--- src/rtl/cube_net_pkg.sv ---
package cube_net_pkg;

    typedef enum logic [1:0] {
        BOX_THRU  = 2'b00,
        BOX_SWAP  = 2'b01,
        BOX_BC_UP = 2'b10,
        BOX_BC_LO = 2'b11
    } box_code_e;

    // lower-index lane of box b in stage k: insert a zero at bit k of b
    function automatic int box_upper_lane(input int b, input int k);
        int hi;
        int lo;
        hi = (b >> k) << (k + 1);
        lo = b & ((1 << k) - 1);
        return hi | lo;
    endfunction

endpackage

--- src/rtl/cube_box.sv ---
module cube_box #(
    parameter int WIDTH = 16
) (
    input  logic [1:0]       code,
    input  logic [WIDTH-1:0] up_in,
    input  logic [WIDTH-1:0] lo_in,
    output logic [WIDTH-1:0] up_out,
    output logic [WIDTH-1:0] lo_out
);
    import cube_net_pkg::*;

    always_comb begin
        case (box_code_e'(code))
            BOX_THRU: begin
                up_out = up_in;
                lo_out = lo_in;
            end
            BOX_SWAP: begin
                up_out = lo_in;
                lo_out = up_in;
            end
            BOX_BC_UP: begin
                up_out = up_in;
                lo_out = up_in;
            end
            default: begin
                up_out = lo_in;
                lo_out = lo_in;
            end
        endcase
    end

endmodule

--- src/rtl/cube_stage.sv ---
module cube_stage #(
    parameter int LANES = 8,
    parameter int WIDTH = 16,
    parameter int STAGE = 0
) (
    input  logic [LANES*WIDTH-1:0]   din,
    input  logic [LANES-1:0]         codes,
    output logic [LANES*WIDTH-1:0]   dout
);
    localparam int BOXES = LANES / 2;
    localparam int SPAN  = 1 << STAGE;

    for (genvar b = 0; b < BOXES; b++) begin : g_box
        localparam int UP = cube_net_pkg::box_upper_lane(b, STAGE);
        localparam int LO = UP + SPAN;

        cube_box #(.WIDTH(WIDTH)) u_box (
            .code   (codes[2*b +: 2]),
            .up_in  (din[UP*WIDTH +: WIDTH]),
            .lo_in  (din[LO*WIDTH +: WIDTH]),
            .up_out (dout[UP*WIDTH +: WIDTH]),
            .lo_out (dout[LO*WIDTH +: WIDTH])
        );
    end

endmodule

--- src/rtl/cube_ctl_store.sv ---
module cube_ctl_store #(
    parameter int STAGES = 3,
    parameter int BOXES  = 4,
    parameter int IDXW   = 2
) (
    input  logic                      clk,
    input  logic                      rst_n,
    input  logic                      mode,
    input  logic                      we,
    input  logic                      tbl,
    input  logic [IDXW-1:0]           idx,
    input  logic [BOXES*2-1:0]        word,
    output logic [STAGES*BOXES*2-1:0] eff_codes
);
    localparam int ROWW = BOXES * 2;

    typedef struct packed {
        logic [STAGES-1:0][1:0]      stg;
        logic [STAGES-1:0][ROWW-1:0] row;
    } tbl_t;

    tbl_t st_d, st_q;
    logic idx_ok;

    assign idx_ok = (int'(idx) < STAGES);

    always_comb begin
        st_d = st_q;
        if (we && idx_ok) begin
            if (tbl) begin
                st_d.row[idx] = word;
            end else begin
                st_d.stg[idx] = word[1:0];
            end
        end
    end

    always_ff @(posedge clk) begin
        if (!rst_n) begin
            st_q <= '0;
        end else begin
            st_q <= st_d;
        end
    end

    for (genvar k = 0; k < STAGES; k++) begin : g_stg
        for (genvar b = 0; b < BOXES; b++) begin : g_box
            assign eff_codes[(k*BOXES+b)*2 +: 2] =
                mode ? st_q.row[k][2*b +: 2] : st_q.stg[k];
        end
    end

    AST_STAGE_LOAD: assert property (@(posedge clk) disable iff (!rst_n)
        (we && !tbl && idx_ok) |=> (st_q.stg[$past(idx)] == $past(word[1:0])));
    AST_ROW_LOAD: assert property (@(posedge clk) disable iff (!rst_n)
        (we && tbl && idx_ok) |=> (st_q.row[$past(idx)] == $past(word)));
    AST_BAD_IDX_HOLD: assert property (@(posedge clk) disable iff (!rst_n)
        (!(we && idx_ok)) |=> $stable(st_q));

endmodule

--- src/rtl/cube_net.sv ---
module cube_net #(
    parameter int LANES = 8,
    parameter int WIDTH = 16
) (
    input  logic                   clk,
    input  logic                   rst_n,
    input  logic                   ctl_mode,
    input  logic                   ctl_we,
    input  logic                   ctl_tbl,
    input  logic [1:0]             ctl_idx,
    input  logic [LANES-1:0]       ctl_word,
    input  logic                   in_valid,
    input  logic [LANES*WIDTH-1:0] in_data,
    output logic                   out_valid,
    output logic [LANES*WIDTH-1:0] out_data
);
    localparam int STAGES = $clog2(LANES);
    localparam int BOXES  = LANES / 2;
    localparam int BUSW   = LANES * WIDTH;
    localparam int CODEW  = BOXES * 2;

    typedef struct packed {
        logic            vld;
        logic [BUSW-1:0] dat;
    } out_t;

    logic [STAGES*CODEW-1:0] eff_codes;
    logic [BUSW-1:0]         lane_bus [STAGES+1];
    out_t                    out_d, out_q;

    cube_ctl_store #(
        .STAGES (STAGES),
        .BOXES  (BOXES),
        .IDXW   (2)
    ) u_ctl (
        .clk       (clk),
        .rst_n     (rst_n),
        .mode      (ctl_mode),
        .we        (ctl_we),
        .tbl       (ctl_tbl),
        .idx       (ctl_idx),
        .word      (ctl_word),
        .eff_codes (eff_codes)
    );

    assign lane_bus[0] = in_data;

    for (genvar k = 0; k < STAGES; k++) begin : g_stage
        cube_stage #(
            .LANES (LANES),
            .WIDTH (WIDTH),
            .STAGE (k)
        ) u_stage (
            .din   (lane_bus[k]),
            .codes (eff_codes[k*CODEW +: CODEW]),
            .dout  (lane_bus[k+1])
        );
    end

    always_comb begin
        out_d     = out_q;
        out_d.vld = in_valid;
        if (in_valid) begin
            out_d.dat = lane_bus[STAGES];
        end
    end

    always_ff @(posedge clk) begin
        if (!rst_n) begin
            out_q <= '0;
        end else begin
            out_q <= out_d;
        end
    end

    assign out_valid = out_q.vld;
    assign out_data  = out_q.dat;

    AST_VALID_LAT: assert property (@(posedge clk) disable iff (!rst_n)
        1'b1 |=> (out_valid == $past(in_valid)));
    AST_IDLE_HOLD: assert property (@(posedge clk) disable iff (!rst_n)
        !in_valid |=> $stable(out_data));
    AST_STRAIGHT_PASS: assert property (@(posedge clk) disable iff (!rst_n)
        (in_valid && (eff_codes == '0)) |=> (out_data == $past(in_data)));

endmodule

--- config.mk ---
export PLATFORM = sky130hd
export DESIGN_NAME = cube_net
export DESIGN_NICKNAME = d
export VERILOG_FILES = /design/src/rtl/cube_net_pkg.sv /design/src/rtl/cube_box.sv /design/src/rtl/cube_stage.sv /design/src/rtl/cube_ctl_store.sv /design/src/rtl/cube_net.sv
export SDC_FILE = /design/constraint.sdc
export NUM_CORES = 1
export LEC_CHECK = 0
export BUFFER_PORTS_ARGS = -buffer_cell sky130_fd_sc_hd__buf_2
export CORE_AREA = 2 2 133 135
export CTS_CLUSTER_SIZE = 20
export DETAILED_ROUTE_END_ITERATION = 8
export DIE_AREA = 0 0 135 137
export PLACE_DENSITY = 0.87
export SLEW_MARGIN = 5
export SYNTH_ARGS = -nofsm -noshare
export SYNTH_HDL_FRONTEND = slang
export SYNTH_SLANG_ARGS = --single-unit
--- constraint.sdc ---
create_clock -name clk -period 4.5 [get_ports clk]
set_clock_uncertainty 0.2 [all_clocks]
set_input_delay 0.225 -clock clk [delete_from_list [all_inputs] [get_ports clk]]
set_output_delay 0.225 -clock clk [all_outputs]
set_load 0.01 [all_outputs]
==> results of run 1 <==
[worst max-delay path: stages, from the launching register on]
cell and delay, ns:
dfxtp_1 0.69, xor2_4 0.23, mux2i_4 0.75, mux2i_1 0.38, mux2_2 0.41, a221oi_2 0.27
[how the worst max path moves through the flow]
stage / cells past startpoint / startpoint / end / slack (ns)
finish: 5 / u_ctl.st_q[24] / out_data[57] / 1.45
global route: 5 / u_ctl.st_q[24] / out_data[57] / 1.41
CTS: 5 / u_ctl.st_q[24] / out_data[84] / 1.51
detailed placement: 6 / ctl_mode / out_data[113] / 1.35
global placement: 6 / ctl_mode / out_data[110] / 1.41
floorplan: 7 / ctl_mode / out_data[86] / 2.40
[state kept, by name, indices dropped and copies added, names as in the netlist]
signal / cells
u_ctl.st_q: 30
out_data: 128
out_valid: 1
[report_power, final]
part           internal, uW  switching (uW)
clock                   882             642
combinational           348             512
sequential             1510            62.9
[routing by layer]
| metal | GRT usage, % | vias up | share of wire (%) |
|---|---|---|---|
| met1 | 49.2 | 4409 | 42 |
| li1 | - | 4083 | - |
| met3 | 7.33 | 94 | 9.5 |
| met5 | 0 | - | 0 |
| met4 | 17.2 | 0 | 3.9 |
| met2 | 54.7 | 605 | 45 |
[layout make-up]
cell class                 instances  area, um2  area share (%)
clock buffer                      18        429            3.64
tap                              225        282            2.39
multi-input combinational        719       6160            52.2
sequential                       159       3180            27.0
clock inverter                    14        184            1.56
timing repair buffer             292       1540            13.0
antenna                            6       15.0           0.127
[repair_timing]
action                     in CTS  in global routing
hold endpoints to repair       30                  0
hold buffers                    8                  0
setup endpoints to repair       0                  0
[cells in the mapped netlist, drive strengths merged, types with 8 or more instances]
library cell  instances
mux2i               276
dfxtp               159
o21ai               132
a21oi                76
a221oi               64
mux2                 64
clkbuf               50
nand2                37
buf                  34
a21boi               20
nor2b                17
xor2                  8
[kinds of logic (layout without fill, tap and decap cells)]
group / Yosys count / count (layout) / share of synthesized area (%)
multiplexers: 340 / 340 / 36.7
AO/OA/AOI/OAI: 294 / 294 / 21.1
flip-flops: 159 / 159 / 32.5
buffers and inverters: 84 / 324 / 4.70
AND/OR/NAND/NOR: 71 / 71 / 3.49
XOR/XNOR: 14 / 14 / 1.60
other: 0 / 6 / 0
[per-stage QoR]
stage	power [uW]	util (%)	instances	instance area [um2]
after floorplan	2100	-	962	9800
after global placement	2400	65.0	1387	11100
after detailed placement	2420	65.0	1387	11100
after CTS	3930	69.0	1427	11800
after global routing	4060	69.1	1432	11800
final	3950	69.1	1433	11800
==> flow_summary_export.csv, run 1 <==
group,metric,value,unit
run_status,status,"completed",
cts,htreeDepth,4,
timing,holdWs,0.0336,ns
cts,cts_sinks,159,
cts,cts_inserted_buffers,17,
synthesis,synth_top_area_share,32.5,%
cells_and_area,layout.nets,1333,
global_routing,grt.overflow.total,0,
setup_path,worst-setup-path-type,"flop to flop",
floorplan,die_x,135,um
cells_and_area,layout-drive-gt1-share,37.2,%
floorplan,initial_utilization,57.4,%
cts,clk_latency,0.44,ns
floorplan,pin_count,273,
global_routing,grt_usage,36.1,%
timing,timing.final.ws_setup,1.45,ns
setup_path,r2r-end,"out_data[57]",
route,drc,0,
synthesis,synth-seq-cells,159,
synthesis,ys_async_sr_fraction,0,%
timing,grt_setup_unrepaired,"false",
cells_and_area,final_common_cell,"buf_2",
setup_path,cp_max_fo,16,
timing,finalCritPeriodShare,67.8,%
floorplan,rows,48,
cells_and_area,nFillCells,1291,
hold_path,hold_start,"ctl_idx[1]",
route,firstDrtPassIters,5,
timing,tightest_slew,1.09,ns
setup_path,worst-r2r-setup-slack,1.45,ns
floorplan,die_h,137,um
global_routing,grt_max_degree,130,
setup_path,cp.arrival,3.20,ns
synthesis,syn_area_per_cell,10.2,um2
timing,setup_viol,0,
power_and_ir_drop,vdd_drop_max,0.000302,V
timing,max_freq,328,MHz
setup_path,end_kind,"flop",
route,vias,9191,
timing,slew_violations,0,
floorplan,coreArea,0.0171,mm2
timing,slew_headroom,27.2,%
setup_path,worstPathRequired,4.65,ns
route,wl_per_cell,23.9,um
synthesis,synth_fp_nets,1106,
cts,cts-root-buf,"clkbuf_16",
synthesis,synthFlopType,"dfxtp_1",
synthesis,synth_top_cell_by_area,"dfxtp_1",
hold_path,hp-class,"input port to flop",
synthesis,yosys_warnings,0,
placed_design,dp_worst_setup_slack,1.35,ns
synthesis,seq_area_frac_synth,32.5,%
route,wirelength,34200,um
power_and_ir_drop,p_leak,0.00646,uW
cts,ctsResizeCount,0,
timing,fin_tns_setup,0,ns
route,viasPerCell,6.41,
synthesis,synth.area.top_cells,"dfxtp_1 32%, mux2i_1 27%, mux2_2 7.4%",
cts,cts_setup_buffers,0,
power_and_ir_drop,pwr_density_cell,335,mW/mm2
synthesis,synthCells,962,
job,drv_cap,0,
timing,hold_viol_final,0,
floorplan,dieArea,0.0185,mm2
setup_path,r2r-start,"u_ctl.st_q[24]",
synthesis,synth-edff-count,0,
hold_path,whs_endpoint,"u_ctl.st_q[24]",
setup_path,r2r_cells,5,
placed_design,dp_hpwl,25000,um
cts,path_clk_slew,0.07,ns
synthesis,synth_area,0.00980,mm2
global_routing,grt_pass1_vias,8731,
hold_path,hold_depth,4,
timing,final.min_clock_period,3.05,ns
global_routing,grt_pass1_wl,50200,um
route,ant_nets,0,
placed_design,port_buffers,272,
cells_and_area,area_delta_synth_final,20.3,%
route,drtIter0Drc,1072,
cts,cts_tree,"done",
cells_and_area,most-common-layout-cells,"270 x buf_2, 266 x mux2i_1, 159 x dfxtp_1",
synthesis,synth_cell_types,31,
setup_path,worstSetupStartpointType,"flop",
global_routing,antenna_found_initial,6,
cts,ctsLongestPathBuffers,2,
placed_design,place.gp.congestion,1.03,
(Power assumes the default switching activity.)
==> run 2, diff against run 1 <==
--- a/config.mk
+++ b/config.mk
@@ -6,11 +6,11 @@
 export NUM_CORES = 1
 export LEC_CHECK = 0
 export BUFFER_PORTS_ARGS = -buffer_cell sky130_fd_sc_hd__buf_2
-export CORE_AREA = 2 2 133 135
+export CORE_AREA = 2 2 146 148
 export CTS_CLUSTER_SIZE = 20
 export DETAILED_ROUTE_END_ITERATION = 8
-export DIE_AREA = 0 0 135 137
-export PLACE_DENSITY = 0.87
+export DIE_AREA = 0 0 148 150
+export PLACE_DENSITY = 0.77
 export SLEW_MARGIN = 5
 export SYNTH_ARGS = -nofsm -noshare
 export SYNTH_HDL_FRONTEND = slang
==> constraint.sdc (replaced) <==
create_clock -name clk -period 2.6 [get_ports clk]
set_clock_uncertainty 0.2 [all_clocks]
set_input_delay 0.13 -clock clk [delete_from_list [all_inputs] [get_ports clk]]
set_output_delay 0.13 -clock clk [all_outputs]
set_load 0.01 [all_outputs]
==> flow_summary_export.csv, run 2 (synthesized netlist as in run 1, its figures left out) <==
group,metric,value,unit
job,drv_cap,0,
timing,slew_headroom,20.3,%
setup_path,worst-setup-path-type,"flop to flop",
cts,ctsLongestPathBuffers,2,
placed_design,port_buffers,272,
setup_path,crit_buf_inv,0,
global_routing,antenna_found_initial,7,
timing,grt_setup_unrepaired,"false",
cells_and_area,largest_reg_flops,128,
floorplan,pin_count,273,
timing,hold_viol_final,0,
power_and_ir_drop,intPower,4670,uW
cts,cts_inserted_buffers,17,
route,wirelength,35900,um
timing,setup_viol,0,
route,vias,9212,
cts,cts_sinks,159,
floorplan,coreArea,0.0207,mm2
setup_path,r2r_cells,5,
global_routing,grt_usage,31.1,%
route,viasPerCell,6.09,
floorplan,rows,53,
cells_and_area,layout-drive-gt1-share,38.5,%
floorplan,initial_utilization,47.4,%
cells_and_area,layout.nets,1365,
timing,timing.final.ws_setup,0.110,ns
global_routing,grt.overflow.total,0,
setup_path,cp_max_fo,16,
placed_design,dp_worst_setup_slack,0.0498,ns
global_routing,grt_max_degree,96,
power_and_ir_drop,p_leak,0.00661,uW
power_and_ir_drop,power.switching,2030,uW
setup_path,critical_path.endpoint,"out_data[83]",
route,ant_nets,0,
cts,path_clk_slew,0.06,ns
floorplan,dieArea,0.0222,mm2
power_and_ir_drop,switching_share,30.3,%
cells_and_area,final_area,0.0121,mm2
setup_path,worstSetupStartpointType,"flop",
setup_path,cp_cell_sequence,"xor2_4 -> mux2i_4 -> mux2i_1 -> mux2_2 -> a221oi_1",
power_and_ir_drop,p_comb_share,23.0,%
floorplan,die_h,150,um
setup_path,cpPeakStageDelay,0.66,ns
timing,finalCritPeriodShare,95.8,%
setup_path,r2r-end,"out_data[83]",
cts,cts-root-buf,"clkbuf_16",
timing,fin_tns_setup,0,ns
route,wl_per_cell,23.7,um
hold_path,hp-class,"input port to flop",
power_and_ir_drop,pwr_density_cell,552,mW/mm2
cells_and_area,area_delta_synth_final,24.0,%
cts,cts_tree,"done",
route,drc,0,
floorplan,die_x,148,um
power_and_ir_drop,pwr-share-clk,36.4,%
setup_path,end_kind,"flop",
setup_path,worst-r2r-setup-slack,0.11,ns
run_status,status,"completed",
placed_design,placed_cell_area,0.0114,mm2
cells_and_area,final_common_cell,"buf_2",
timing,final.min_clock_period,2.49,ns
cts,clk_latency,0.43,ns
setup_path,slowest_stage,"mux2i_4",
timing,max_freq,402,MHz
setup_path,r2r-start,"u_ctl.st_q[25]",
timing,slew_violations,0,
cts,htreeDepth,4,
global_routing,grt_pass1_vias,8577,
route,drtIter0Drc,951,
timing,tightest_slew,1.19,ns
setup_path,cp_num_cells,5,
placed_design,place.gp.congestion,1.04,
setup_path,cp.arrival,2.62,ns
setup_path,worstPathRequired,2.73,ns
route,firstDrtPassIters,5,
power_and_ir_drop,vdd_drop_max,0.000427,V
setup_path,crit_path_start,"u_ctl.st_q[25]",
setup_path,crit_family,"multiplexers",
global_routing,grt_pass1_wl,51900,um
cells_and_area,most-common-layout-cells,"270 x buf_2, 266 x mux2i_1, 159 x dfxtp_1",
placed_design,dp_hpwl,27100,um
power_and_ir_drop,seqPwrFrac,40.6,%
## run 2: area by class of cell
class | count | area [um2]
Sequential cell | 159 | 3180
Timing Repair Buffer | 324 | 1880
Clock buffer | 19 | 443
Clock inverter | 10 | 116
Fill cell | 1831 | 8540
Tap cell | 275 | 344
Antenna cell | 7 | 17.5
Multi-Input combinational cell | 719 | 6160
## run 2: per-layer routing
layer  track usage [%]  up-vias  part of all wire [%]
li1                  -     4147                     -
met3              5.64       93                   9.9
met4              15.5        0                   4.1
met2              45.4      570                    43
met1              43.8     4402                    43
met5                 0        -                     0
## run 2: repair_timing
action / 4_1_cts / 5_1_grt
buffers inserted: 0 / 8
gates resized for setup: 0 / 0
endpoints found under the hold margin: 36 / 0
hold buffers: 11 / 0
endpoints found under the setup margin: 0 / 14
## run 2: worst min-delay path by stage
stage,start,to,slack (ns),depth (start not counted)
5_1_grt,rst_n,out_data[112],0.09,3
6_report,ctl_we,u_ctl.st_q[28],0.01,4
3_3_place_gp,ctl_word[5],u_ctl.st_q[13],0.21,3
3_5_place_dp,ctl_word[5],u_ctl.st_q[21],0.22,3
2_1_floorplan,ctl_word[2],u_ctl.st_q[18],0.07,2
4_1_cts,ctl_we,u_ctl.st_q[28],0.01,4
## run 2: worst min-delay path, delay by kind of cell
family	cells	cell delay, ns
simple gates	1	0.13
compound gates	2	0.24
buf+inv	1	0.09
## run 2: through the flow
stage | total power (uW) | util (%) | std cells | hold slack, ns
5_1_grt | 6890 | 58.7 | 1513 | 0.0889
3_3_place_gp | 4210 | 55.0 | 1458 | 0.215
3_5_place_dp | 4230 | 55.0 | 1458 | 0.222
2_1_floorplan | 3640 | - | 962 | 0.0749
4_1_cts | 6650 | 58.2 | 1498 | 0.0138
6_report | 6700 | 58.7 | 1513 | 0.0144
## run 2: power by group through the flow
stage	Sequential [uW]	Clock, uW	Combinational (uW)
after floorplan	2810	0	824
after global placement	2760	0	1440
after detailed placement	2760	0	1470
after CTS	2710	2450	1490
after global routing	2730	2540	1630
final	2720	2440	1540
